<file path="src/rtl/ddc1_pkg.sv">
package ddc1_pkg;
   typedef enum logic [1:0] {
      PH_IDLE = 2'd0,
      PH_SYNC = 2'd1,
      PH_DATA = 2'd2
   } ddc1_phase_e;
endpackage

</file>
<file path="src/rtl/ddc1_vsync_edge.sv">
module ddc1_vsync_edge #(
   parameter int STAGES = 2
) (
   input  logic clk,
   input  logic rst_n,
   input  logic async_in,
   output logic rise
);
   logic [STAGES-1:0] chain;
   logic              last;

   generate
      if (STAGES < 2) begin : g_bad
         $error("ddc1_vsync_edge: STAGES must be at least 2");
      end
      for (genvar s = 0; s < STAGES; s++) begin : g_stage
         if (s == 0) begin : g_first
            always_ff @(posedge clk or negedge rst_n)
               if (!rst_n) chain[0] <= 1'b0;
               else        chain[0] <= async_in;
         end else begin : g_next
            always_ff @(posedge clk or negedge rst_n)
               if (!rst_n) chain[s] <= 1'b0;
               else        chain[s] <= chain[s-1];
         end
      end
   endgenerate

   always_ff @(posedge clk or negedge rst_n)
      if (!rst_n) last <= 1'b0;
      else        last <= chain[STAGES-1];

   assign rise = chain[STAGES-1] & ~last;
endmodule

</file>
<file path="src/rtl/ddc1_pointer.sv">
module ddc1_pointer #(
   parameter int DEPTH  = 256,
   localparam int AW    = $clog2(DEPTH)
) (
   input  logic          clk,
   input  logic          rst_n,
   input  logic          size_full,
   input  logic          load,
   input  logic [AW-1:0] load_val,
   input  logic          step,
   output logic [AW-1:0] ptr
);
   localparam logic [AW-1:0] LAST_FULL = AW'(DEPTH - 1);
   localparam logic [AW-1:0] LAST_HALF = AW'(DEPTH / 2 - 1);

   logic [AW-1:0] region_last;
   logic [AW-1:0] stepped;

   generate
      if (DEPTH < 4 || (DEPTH & (DEPTH - 1)) != 0) begin : g_bad
         $error("ddc1_pointer: DEPTH must be a power of two, at least 4");
      end
   endgenerate

   always_comb begin
      region_last = size_full ? LAST_FULL : LAST_HALF;
      if (ptr == region_last)     stepped = '0;
      else if (ptr < region_last) stepped = ptr + AW'(1);
      else                        stepped = ptr;
   end

   always_ff @(posedge clk or negedge rst_n)
      if (!rst_n)    ptr <= '0;
      else if (load) ptr <= load_val;
      else if (step) ptr <= stepped;
endmodule

</file>
<file path="src/rtl/ddc1_framer.sv">
module ddc1_framer
   import ddc1_pkg::*;
#(
   parameter int DATA_W      = 8,
   parameter int SYNC_EDGES  = 9,
   localparam int SCW        = $clog2(SYNC_EDGES + 1),
   localparam int SLW        = $clog2(DATA_W + 1)
) (
   input  logic              clk,
   input  logic              rst_n,
   input  logic              run,
   input  logic              rise,
   input  logic [DATA_W-1:0] byte_in,
   output logic              line_oe,
   output logic              line_out,
   output logic              byte_done
);
   localparam logic [SCW-1:0] SYNC_END = SCW'(SYNC_EDGES);
   localparam logic [SLW-1:0] HIZ_SLOT = SLW'(DATA_W);

   ddc1_phase_e       phase;
   logic [SCW-1:0]    sync_cnt;
   logic [SLW-1:0]    slot;
   logic [DATA_W-1:0] shreg;

   generate
      if (DATA_W < 2) begin : g_bad_w
         $error("ddc1_framer: DATA_W must be at least 2");
      end
      if (SYNC_EDGES < 1) begin : g_bad_s
         $error("ddc1_framer: SYNC_EDGES must be at least 1");
      end
   endgenerate

   always_ff @(posedge clk or negedge rst_n) begin
      if (!rst_n) begin
         phase     <= PH_IDLE;
         sync_cnt  <= '0;
         slot      <= '0;
         shreg     <= '0;
         line_oe   <= 1'b0;
         line_out  <= 1'b0;
         byte_done <= 1'b0;
      end else if (!run) begin
         phase     <= PH_IDLE;
         sync_cnt  <= '0;
         slot      <= '0;
         line_oe   <= 1'b0;
         byte_done <= 1'b0;
      end else begin
         byte_done <= 1'b0;
         case (phase)
            PH_IDLE: begin
               phase    <= PH_SYNC;
               sync_cnt <= '0;
            end
            PH_SYNC: begin
               if (rise) begin
                  if (sync_cnt == SYNC_END) begin
                     phase    <= PH_DATA;
                     slot     <= '0;
                     shreg    <= byte_in;
                     line_oe  <= 1'b1;
                     line_out <= byte_in[DATA_W-1];
                  end else begin
                     sync_cnt <= sync_cnt + SCW'(1);
                  end
               end
            end
            default: begin
               if (rise) begin
                  if (slot == HIZ_SLOT) begin
                     slot     <= '0;
                     shreg    <= byte_in;
                     line_oe  <= 1'b1;
                     line_out <= byte_in[DATA_W-1];
                  end else if (slot + SLW'(1) == HIZ_SLOT) begin
                     slot      <= HIZ_SLOT;
                     line_oe   <= 1'b0;
                     byte_done <= 1'b1;
                  end else begin
                     slot     <= slot + SLW'(1);
                     shreg    <= shreg << 1;
                     line_out <= shreg[DATA_W-2];
                  end
               end
            end
         endcase
      end
   end
endmodule

</file>
<file path="src/rtl/ddc1_edid_tx.sv">
module ddc1_edid_tx #(
   parameter int DEPTH       = 256,
   parameter int DATA_W      = 8,
   parameter int SYNC_EDGES  = 9,
   parameter int SYNC_STAGES = 2,
   localparam int AW         = $clog2(DEPTH)
) (
   input  logic              clk,
   input  logic              rst_n,
   input  logic              vsync_in,
   input  logic              tx_enable,
   input  logic              size_256,
   input  logic              sw_access,
   input  logic              sw_ptr_we,
   input  logic [AW-1:0]     sw_ptr_wdata,
   input  logic              sw_step,
   output logic [AW-1:0]     buf_addr,
   input  logic [DATA_W-1:0] buf_rdata,
   output logic              sda_oe,
   output logic              sda_out,
   output logic              byte_irq
);
   logic rise;
   logic run;
   logic done;

   assign run      = tx_enable & ~sw_access;
   assign byte_irq = done;

   ddc1_vsync_edge #(.STAGES(SYNC_STAGES)) u_edge (
      .clk(clk), .rst_n(rst_n), .async_in(vsync_in), .rise(rise)
   );

   ddc1_framer #(.DATA_W(DATA_W), .SYNC_EDGES(SYNC_EDGES)) u_frame (
      .clk(clk), .rst_n(rst_n), .run(run), .rise(rise), .byte_in(buf_rdata),
      .line_oe(sda_oe), .line_out(sda_out), .byte_done(done)
   );

   ddc1_pointer #(.DEPTH(DEPTH)) u_ptr (
      .clk(clk), .rst_n(rst_n), .size_full(size_256),
      .load(sw_access & sw_ptr_we), .load_val(sw_ptr_wdata),
      .step((sw_access & sw_step) | done), .ptr(buf_addr)
   );
endmodule

</file>
<file path="config.mk">
export PLATFORM = sky130hd
export DESIGN_NAME = ddc1_edid_tx
export DESIGN_NICKNAME = d
export VERILOG_FILES = /design/src/rtl/ddc1_pkg.sv /design/src/rtl/ddc1_vsync_edge.sv /design/src/rtl/ddc1_pointer.sv /design/src/rtl/ddc1_framer.sv /design/src/rtl/ddc1_edid_tx.sv
export SDC_FILE = /design/constraint.sdc
export NUM_CORES = 1
export LEC_CHECK = 0
export BUFFER_PORTS_ARGS = -buffer_cell sky130_fd_sc_hd__buf_2
export CAP_MARGIN = 20
export CORE_MARGIN = 4
export CORE_UTILIZATION = 40
export DETAILED_ROUTE_END_ITERATION = 8
export SYNTH_ARGS = -nofsm -noshare
export SYNTH_HDL_FRONTEND = slang
export SYNTH_SLANG_ARGS = --single-unit
</file>
<file path="constraint.sdc">
create_clock -name clk -period 2.73 [get_ports clk]
set_clock_uncertainty 0.1 [all_clocks]
set_input_delay 0.4095 -clock clk [delete_from_list [all_inputs] [get_ports clk]]
set_output_delay 0.4095 -clock clk [all_outputs]
set_load 0.005 [all_outputs]
</file>
==> metrics.yaml, run 1 <==
cts:
  ctsResizeCount: 0
  cts_inserted_buffers: 5
  root_buffer: "clkbuf_8"
  cts.clk_slew.worst_paths_ns: 0.07
  post_cts_buffers: 0
  cts_tree: "yes"
  cts.sinks: 31
  h-tree-depth: 2
  hold_buffers: 0
  cts_max_path_buffers: 2
  clock_latency_ns: 0.29
power_and_ir_drop:
  vdd_drop_max_mv: 0.335
  p_seq_frac: 0.503
  leakage_nw: 0.904
  p_sw_mw: 0.295
  p_per_area_nw_per_um2: 495
  cell_internal_pwr_mw: 0.725
  pwr-share-clk: 0.355
  swShare: 0.289
  power_mw: 1.02
  pwr-share-comb: 0.142
cells_and_area:
  layout.nets: 247
  drive_above_1_share: 0.300
  area_delta_synth_final_pct: 16.6
  antennaDiodeCount: 0
  fin_util: 0.497
route:
  remaining_drc_errors: 0
  vias: 1459
  drt_pass1_iterations: 4
  wl_per_cell_um: 14.3
  drtAntennaViolNets: 0
  drt-total-wl_um: 3830
  drt_iter0_drc: 127
  routed_via_density: 5.46
synth:
  seq_area_frac_synth: 0.439
  synth_top_flop_cell: "dfrtp_1"
  synth_nets: 210
  yosysTopAreaCell: "dfrtp_1"
  synthDistinctLibCells: 46
  synth_top_cells_by_area: "dfrtp_1 44%, mux2_4 5.9%, ha_1 5.0%, o21ai_0 4.2%, mux2_2 3.8%"
  yosysWarnings: 0
  syn_area_per_cell_um2: 9.87
  synth_seq_cells: 31
  synth_edf_count: 0
  netlist_area_um2: 1770
  synthCells: 179
  async_reset_ff_frac: 1.00
  synth_top_area_frac: 0.439
critical_path:
  cp.arrival_ns: 2.22
  worstSetupPathType: "reg -> reg"
  crit_end: "u_frame.shreg[3]$_DFFE_PN0P_"
  worstPathCellList: "ha_1 -> nor3b_1 -> o21ai_2 -> o21a_1 -> mux2_4"
  r2r-start: "u_frame.slot[0]$_DFFE_PN0P_"
  crit_fanout: 8
  startpoint: "u_frame.slot[0]$_DFFE_PN0P_"
  required_ns: 2.81
  slowest_stage: "dfrtp_1"
  crit_path_end_kind: "register"
  slowest_delay_ns: 0.47
  r2r_end: "u_frame.shreg[3]$_DFFE_PN0P_"
  r2r_slack_ns: 0.58
  worstSetupStartpointType: "register"
  rr_worst_depth: 5
floorplan:
  initial_utilization: 0.426
  core_um2: 4140
  dieHeight_um: 74.5
  die_area_um2: 5540
  fp.dieW_um: 74.5
  rows: 23
  ios: 35
grt:
  overflow: 0
  grt_pass1_vias: 1450
  grt_pass1_wl_um: 6380
  grt_max_degree: 32
  track_usage: 0.150
  antenna_found_initial: 0
placed_design:
  post-place-ws_ns: 0.553
  numPortBuffers: 34
  dpl.hpwl_um: 2870
  place.gp.congestion: 0.879
sta:
  slew_viol_final: 0
  fin_tns_setup_ns: 0
  rsz0062_at_grt: "no"
  worst_pin_slew_ns: 0.694
  timing.fmax_ghz: 0.465
  timing.final.crit_period_ns: 2.15
  hold_ws_ns: 0.0618
  hold_viol: 0
  setup_viol_count_final: 0
  max_slew_margin: 0.537
  period_share: 0.787
  fin_ws_ns: 0.581
run:
  maxCapViolations: 0
hold_path:
  min_path_type: "in -> async"
run_status:
  status: "completed"
[worst min path at each step]
stage / cells after the start / start / to
finish: 1 / rst_n / u_frame.slot[3]$_DFFE_PN0P_
global route: 1 / rst_n / u_edge.last$_DFF_PN0_
CTS: 1 / rst_n / u_frame.slot[2]$_DFFE_PN0P_
detailed placement: 0 / u_edge.chain[0]$_DFF_PN0_ / u_edge.chain[1]$_DFF_PN0_
global placement: 0 / u_edge.chain[0]$_DFF_PN0_ / u_edge.chain[1]$_DFF_PN0_
floorplan: 0 / rst_n / u_edge.chain[0]$_DFF_PN0_
[per-layer routing]
layer | vias to the layer above | global-route usage | part of all wire
met1 | 692 | 0.194 | 0.47
met2 | 35 | 0.229 | 0.45
li1 | 724 | - | -
met4 | 0 | 0.0791 | 0.020
met3 | 8 | 0.0419 | 0.057
met5 | - | 0 | 0
[cell usage in the layout (no fill, tap or decap), types with 3 or more instances in the layout]
cell,Yosys,final
ha_1,7,7
a21oi_1,9,9
nor3_1,6,6
nor2_1,14,14
nand2_1,16,16
clkbuf_8,0,5
o21ai_0,15,15
nor2b_1,3,3
nand3_1,9,9
mux2_4,7,7
nand4_1,3,3
inv_1,8,8
buf_2,1,34
dfrtp_1,31,31
mux2_2,6,6
[synthesized netlist by cell type, types with 3 or more instances]
cell type,n
nor2_1,14
inv_1,8
nor2b_1,3
nand3_1,9
o21ai_0,15
nand4_1,3
mux2_2,6
nor3_1,6
nand2_1,16
dfrtp_1,31
ha_1,7
a21oi_1,9
mux2_4,7
[critical path, delay by kind of cell, from the launching register on]
family                     cells  cell delay (ns)
and+or+nand+nor                1             0.33
adders and majority gates      1             0.28
AOI/OAI and AO/OA              2             0.50
muxes                          1             0.35
DFF                            1             0.47
[cell type report]
type	instances	area, µm²
fillers	425	2080
multi-input cells	134	918
flip-flops and latches	31	776
repair buffers	36	185
clock buffers	5	68.8
well taps	50	62.6
inverters	8	30.0
clock inverters	3	20.0
[power groups by stage]
stage          Sequential (mW)  Combinational [mW]  Clock (mW)
2_1_floorplan            0.518              0.0801           0
3_3_place_gp             0.520               0.143           0
3_5_place_dp             0.522               0.147           0
4_1_cts                  0.512               0.148       0.375
5_1_grt                  0.517               0.165       0.392
6_report                 0.513               0.145       0.362
[metrics by stage]
stage / cells / instance area [µm²]
6_report: 267 / 2060
5_1_grt: 267 / 2060
4_1_cts: 267 / 2060
3_5_place_dp: 259 / 1970
3_3_place_gp: 259 / 1970
2_1_floorplan: 179 / 1770
[registers in the layout (all words and copies together), names as in the netlist]
name / count
u_edge.chain: 2
u_edge.last: 1
u_frame.byte_done: 1
u_frame.line_oe: 1
u_frame.line_out: 1
u_frame.phase: 2
u_frame.shreg: 7
u_frame.slot: 4
u_frame.sync_cnt: 4
u_ptr.ptr: 8
[cells by family after synthesis]
family	after synthesis	synth area share
simple gates	67	0.198
buf+inv	14	0.0411
mux	13	0.0977
fa+ha+maj	7	0.0496
xor+xnor	2	0.00992
compound gates	45	0.165
flops	31	0.439
No activity file was read; power rests on OpenSTA's default activity.
==> run 2, diff against run 1 <==
- clock period: 2.73 -> 1.8 ns (I/O delays scaled with it)
==> metrics.yaml, run 2 (synthesis results as in run 1) <==
grt:
  grt_pass1_wl_um: 7330
  track_usage: 0.175
  met3_usage: 0.0432
  grt_use_met2: 0.327
  busiest_layer: "met2"
  grt_pass1_vias: 1703
  grt_max_degree: 32
  antenna_found_initial: 0
  use_met1: 0.181
  overflow: 0
cells_and_area:
  fin_cells: 304
  antennaDiodeCount: 0
  final_cell_mix: "34 x buf_2, 34 x buf_4, 31 x dfrtp_1, 16 x nand2_1, 14 x o21ai_0"
  regMostFlops: "u_ptr.ptr"
  largest_reg_flops: 8
  layout.nets: 284
  area_delta_synth_final_pct: 43.8
  reg_top3: "u_ptr.ptr x8, u_frame.shreg x7"
  fillers: 356
  drive_above_1_share: 0.457
run_status:
  status: "finished with violations"
  violations: "negative setup slack"
critical_path:
  cp.arrival_ns: 1.94
  crit_path_end_kind: "register"
  worstSetupStartpointType: "register"
  required_ns: 1.87
  crit_fanout: 8
  worstSetupPathType: "reg -> reg"
sta:
  hold_viol: 0
  period_share: 1.04
  fin_ws_ns: -0.0747
  rsz0062_at_grt: "yes"
  hold_ws_ns: 0.0932
  setup_viol_count_final: 7
  slew_viol_final: 0
  timing.fmax_ghz: 0.533
  max_slew_margin: 0.531
  timing.final.crit_period_ns: 1.87
  worst_pin_slew_ns: 0.703
cts:
  cts_inserted_buffers: 5
  clock_latency_ns: 0.28
  cts.sinks: 31
  cts_tree: "yes"
  cts.clk_slew.worst_paths_ns: 0.07
  cts_max_path_buffers: 2
  root_buffer: "clkbuf_8"
  h-tree-depth: 2
power_and_ir_drop:
  vdd_drop_max_mv: 0.568
  power_mw: 1.82
  p_per_area_nw_per_um2: 715
  leakage_nw: 1.15
route:
  wl_per_cell_um: 15.3
  routed_via_density: 5.49
  vias: 1669
  drt_iter0_drc: 69
  drtAntennaViolNets: 0
  remaining_drc_errors: 0
  drt-total-wl_um: 4640
  drt_pass1_iterations: 4
placed_design:
  place.gp.congestion: 0.917
  numPortBuffers: 34
  dpl.hpwl_um: 3320
  post-place-ws_ns: -0.104
  place_inst: 285
floorplan:
  core_um2: 4140
  die_area_um2: 5540
  ios: 35
  dieHeight_um: 74.5
  rows: 23
  initial_utilization: 0.426
  fp.dieW_um: 74.5
hold_path:
  min_path_type: "in -> reg"
run:
  maxCapViolations: 0
[run 2: changes by cell type in the layout (fill, tap and decap cells not counted), sizes merged]
cell | before | now
buf | 36 | 71
bufinv | 0 | 1
clkbuf | 5 | 6
clkinvlp | 2 | 0
dlygate4sd3 | 0 | 2
[run 2: where the power goes]
group          internal [mW]  switching (mW)  total (mW)
combinational          0.161           0.166       0.328
clock                  0.447           0.257       0.705
sequential             0.732          0.0515       0.784
total                   1.34           0.475        1.82
[run 2: routing by layer]
metal	up-vias	part of all wire	routed length, µm
met5	-	0	0
met4	0	0.028	129
met3	13	0.059	275
met2	48	0.52	2410
met1	813	0.39	1830
li1	795	-	-
[run 2: stage by stage]
stage,TNS [ns],instance area (µm²),util
2_1_floorplan,0,1800,-
3_3_place_gp,-0.307,2220,0.535
3_5_place_dp,-0.683,2220,0.535
4_1_cts,-0.432,2440,0.590
5_1_grt,-1.37,2540,0.613
6_report,-0.448,2540,0.613
[run 2: layout make-up]
class	instances	area [µm²]	share of cell area
flip-flops and latches	31	776	0.305
well taps	50	62.6	0.0246
clock inverters	2	35.0	0.0138
repair buffers	73	497	0.195
clock buffers	6	82.6	0.0325
inverters	8	30.0	0.0118
multi-input cells	134	1060	0.417
[run 2: worst paths after layout]
kind,start,end,slack (ns),cells past startpoint
hold / removal,sw_ptr_wdata[6],u_ptr.ptr[6]$_DFFE_PN0P_,0.09,3
hold reg to reg,u_edge.chain[0]$_DFF_PN0_,u_edge.chain[1]$_DFF_PN0_,0.25,0
min in group asynchronous,rst_n,u_ptr.ptr[2]$_DFFE_PN0P_,0.48,2
setup / recovery,u_frame.slot[1]$_DFFE_PN0P_,u_frame.shreg[5]$_DFFE_PN0P_,-0.07,7
setup reg to reg,u_frame.slot[1]$_DFFE_PN0P_,u_frame.shreg[5]$_DFFE_PN0P_,-0.07,7
max in group asynchronous,rst_n,u_ptr.ptr[3]$_DFFE_PN0P_,0.67,2
[run 2: worst max-delay path: stages, from the launching register on]
cell and delay, ns:
dfrtp_1 0.43, inv_1 0.08, ha_1 0.13, nand3b_1 0.14, o21ai_4 0.17, buf_12 0.16
mux2_4 0.29, mux2_4 0.26
[run 2: repair_timing]
item / 4_1_cts / 5_1_grt
setup buffers: 5 / 4
resized for setup: 10 / 14
pin swaps: 5 / 7
endpoints found under the setup margin: 13 / 15
hold buffers: 2 / 0
endpoints found under the hold margin: 32 / 0
==> run 3, diff against run 2 <==
- PLACE_DENSITY: unset -> 0.72
==> metrics.yaml, run 3 (synthesis results as in run 1) <==
cells_and_area:
  final_cell_area_um2: 2550
  layout_commonest_cell: "buf_2"
  seq_area_um2: 776
  final_cell_mix: "34 x buf_2, 31 x buf_4, 31 x dfrtp_1, 16 x nand2_1, 13 x nor2_1"
  multiInputGateArea_um2: 1090
  regMostFlops: "u_ptr.ptr"
  largest_reg_flops: 8
  layout.nets: 281
  fillers: 344
  antennaDiodeCount: 0
  area_delta_synth_final_pct: 44.3
  drive_above_1_share: 0.466
  reg_top3: "u_ptr.ptr x8, u_frame.shreg x7"
run_status:
  violations: "negative setup slack"
  status: "finished with violations"
cts:
  cts_inserted_buffers: 5
  cts_tree: "yes"
  root_buffer: "clkbuf_8"
  cts_max_path_buffers: 2
  clock_latency_ns: 0.29
  cts.clk_slew.worst_paths_ns: 0.07
  h-tree-depth: 2
  cts.sinks: 31
sta:
  max_slew_margin: 0.538
  worst_pin_slew_ns: 0.693
  period_share: 1.04
  rsz0062_at_grt: "yes"
  setup_viol_count_final: 8
  fin_ws_ns: -0.0723
  slew_viol_final: 0
  hold_viol: 0
  timing.final.crit_period_ns: 1.87
  timing.fmax_ghz: 0.534
route:
  drt-total-wl_um: 4510
  wl_per_cell_um: 15.0
  remaining_drc_errors: 0
  drtAntennaViolNets: 0
  vias: 1616
  routed_via_density: 5.37
  drt_pass1_iterations: 4
  drt_iter0_drc: 100
grt:
  track_usage: 0.166
  overflow: 0
  grt_max_degree: 32
  grt_pass1_vias: 1555
  grt_pass1_wl_um: 6990
  antenna_found_initial: 0
placed_design:
  numPortBuffers: 34
  dpl_cell_area_um2: 2210
  dpl.hpwl_um: 3020
  place.gp.congestion: 0.830
power_and_ir_drop:
  vdd_drop_max_mv: 0.367
  p_per_area_nw_per_um2: 716
  leakage_nw: 1.14
  power_mw: 1.83
floorplan:
  rows: 23
  fp.dieW_um: 74.5
  dieHeight_um: 74.5
  initial_utilization: 0.426
  die_area_um2: 5540
  ios: 35
  core_um2: 4140
critical_path:
  worstSetupPathType: "reg -> reg"
  crit_path_end_kind: "register"
  slowest_stage: "dfrtp_1"
  cp.arrival_ns: 1.94
  crit_fanout: 8
  slowest_delay_ns: 0.39
  worstPathCellList: "inv_1 -> ha_1 -> and3b_2 -> a21oi_2 -> nor3_2 -> o21a_1 -> buf_12 -> mux2_4"
  required_ns: 1.87
  worstSetupStartpointType: "register"
run:
  maxCapViolations: 0
hold_path:
  min_path_type: "in -> reg"
==> run 3: path summary, 6_finish.rpt <==
path	from	endpoint	slack, ns	depth (start not counted)
max	u_frame.sync_cnt[1]$_DFFE_PN0P_	u_frame.shreg[2]$_DFFE_PN0P_	-0.07	8
min	sw_ptr_wdata[2]	u_ptr.ptr[2]$_DFFE_PN0P_	0.08	3
max reg2reg	u_frame.sync_cnt[1]$_DFFE_PN0P_	u_frame.shreg[2]$_DFFE_PN0P_	-0.07	8
min reg2reg	u_edge.chain[0]$_DFF_PN0_	u_edge.chain[1]$_DFF_PN0_	0.25	0
max in group asynchronous	rst_n	u_frame.slot[1]$_DFFE_PN0P_	0.69	2
min in group asynchronous	rst_n	u_ptr.ptr[0]$_DFFE_PN0P_	0.46	2
==> run 3: cell type report <==
cell class | count | share of cell area
clock inverter | 2 | 0.0137
clock buffer | 6 | 0.0324
multi-input combinational | 134 | 0.427
inverter | 8 | 0.0118
tap | 50 | 0.0245
timing repair buffer | 70 | 0.186
sequential | 31 | 0.304
==> run 3: report_power, final <==
group | switching (mW) | internal (mW) | total, mW | leakage [nW]
registers | 0.0572 | 0.732 | 0.789 | 0.402
clock network | 0.273 | 0.448 | 0.720 | 0.0612
logic | 0.161 | 0.155 | 0.317 | 0.675
total | 0.491 | 1.33 | 1.83 | 1.14
==> run 3: worst max-delay path, delay by kind of cell (launching register included) <==
family	cells	cell delay (ns)
flops	1	0.39
simple gates	2	0.37
mux	1	0.29
compound gates	2	0.27
buf+inv	2	0.20
fa+ha+maj	1	0.13
==> run 3: timing repair <==
action,CTS,global route
gates resized for setup,3,31
hold endpoints to repair,32,0
endpoints found under the setup margin,11,20
pin swaps,2,8
hold buffers,2,0
setup buffers,3,4
==> run 3: through the flow <==
stage | TNS (ns) | hold WS (ns) | setup WS, ns | instances | util
floorplan | 0 | -0.126 | 0.00901 | 179 | -
global placement | -0.247 | 0.238 | -0.0382 | 284 | 0.533
detailed placement | -0.540 | 0.241 | -0.0709 | 284 | 0.533
CTS | -0.487 | 0.0721 | -0.0728 | 297 | 0.575
global route | -1.23 | 0.0875 | -0.141 | 301 | 0.615
finish | -0.478 | 0.0796 | -0.0723 | 301 | 0.615
==> run 3: metal layers <==
metal	track usage	up-vias	wire length, µm
met1	0.209	767	1900
met5	0	-	0
li1	-	789	-
met2	0.272	49	2260
met3	0.0486	11	255
met4	0.0553	0	90
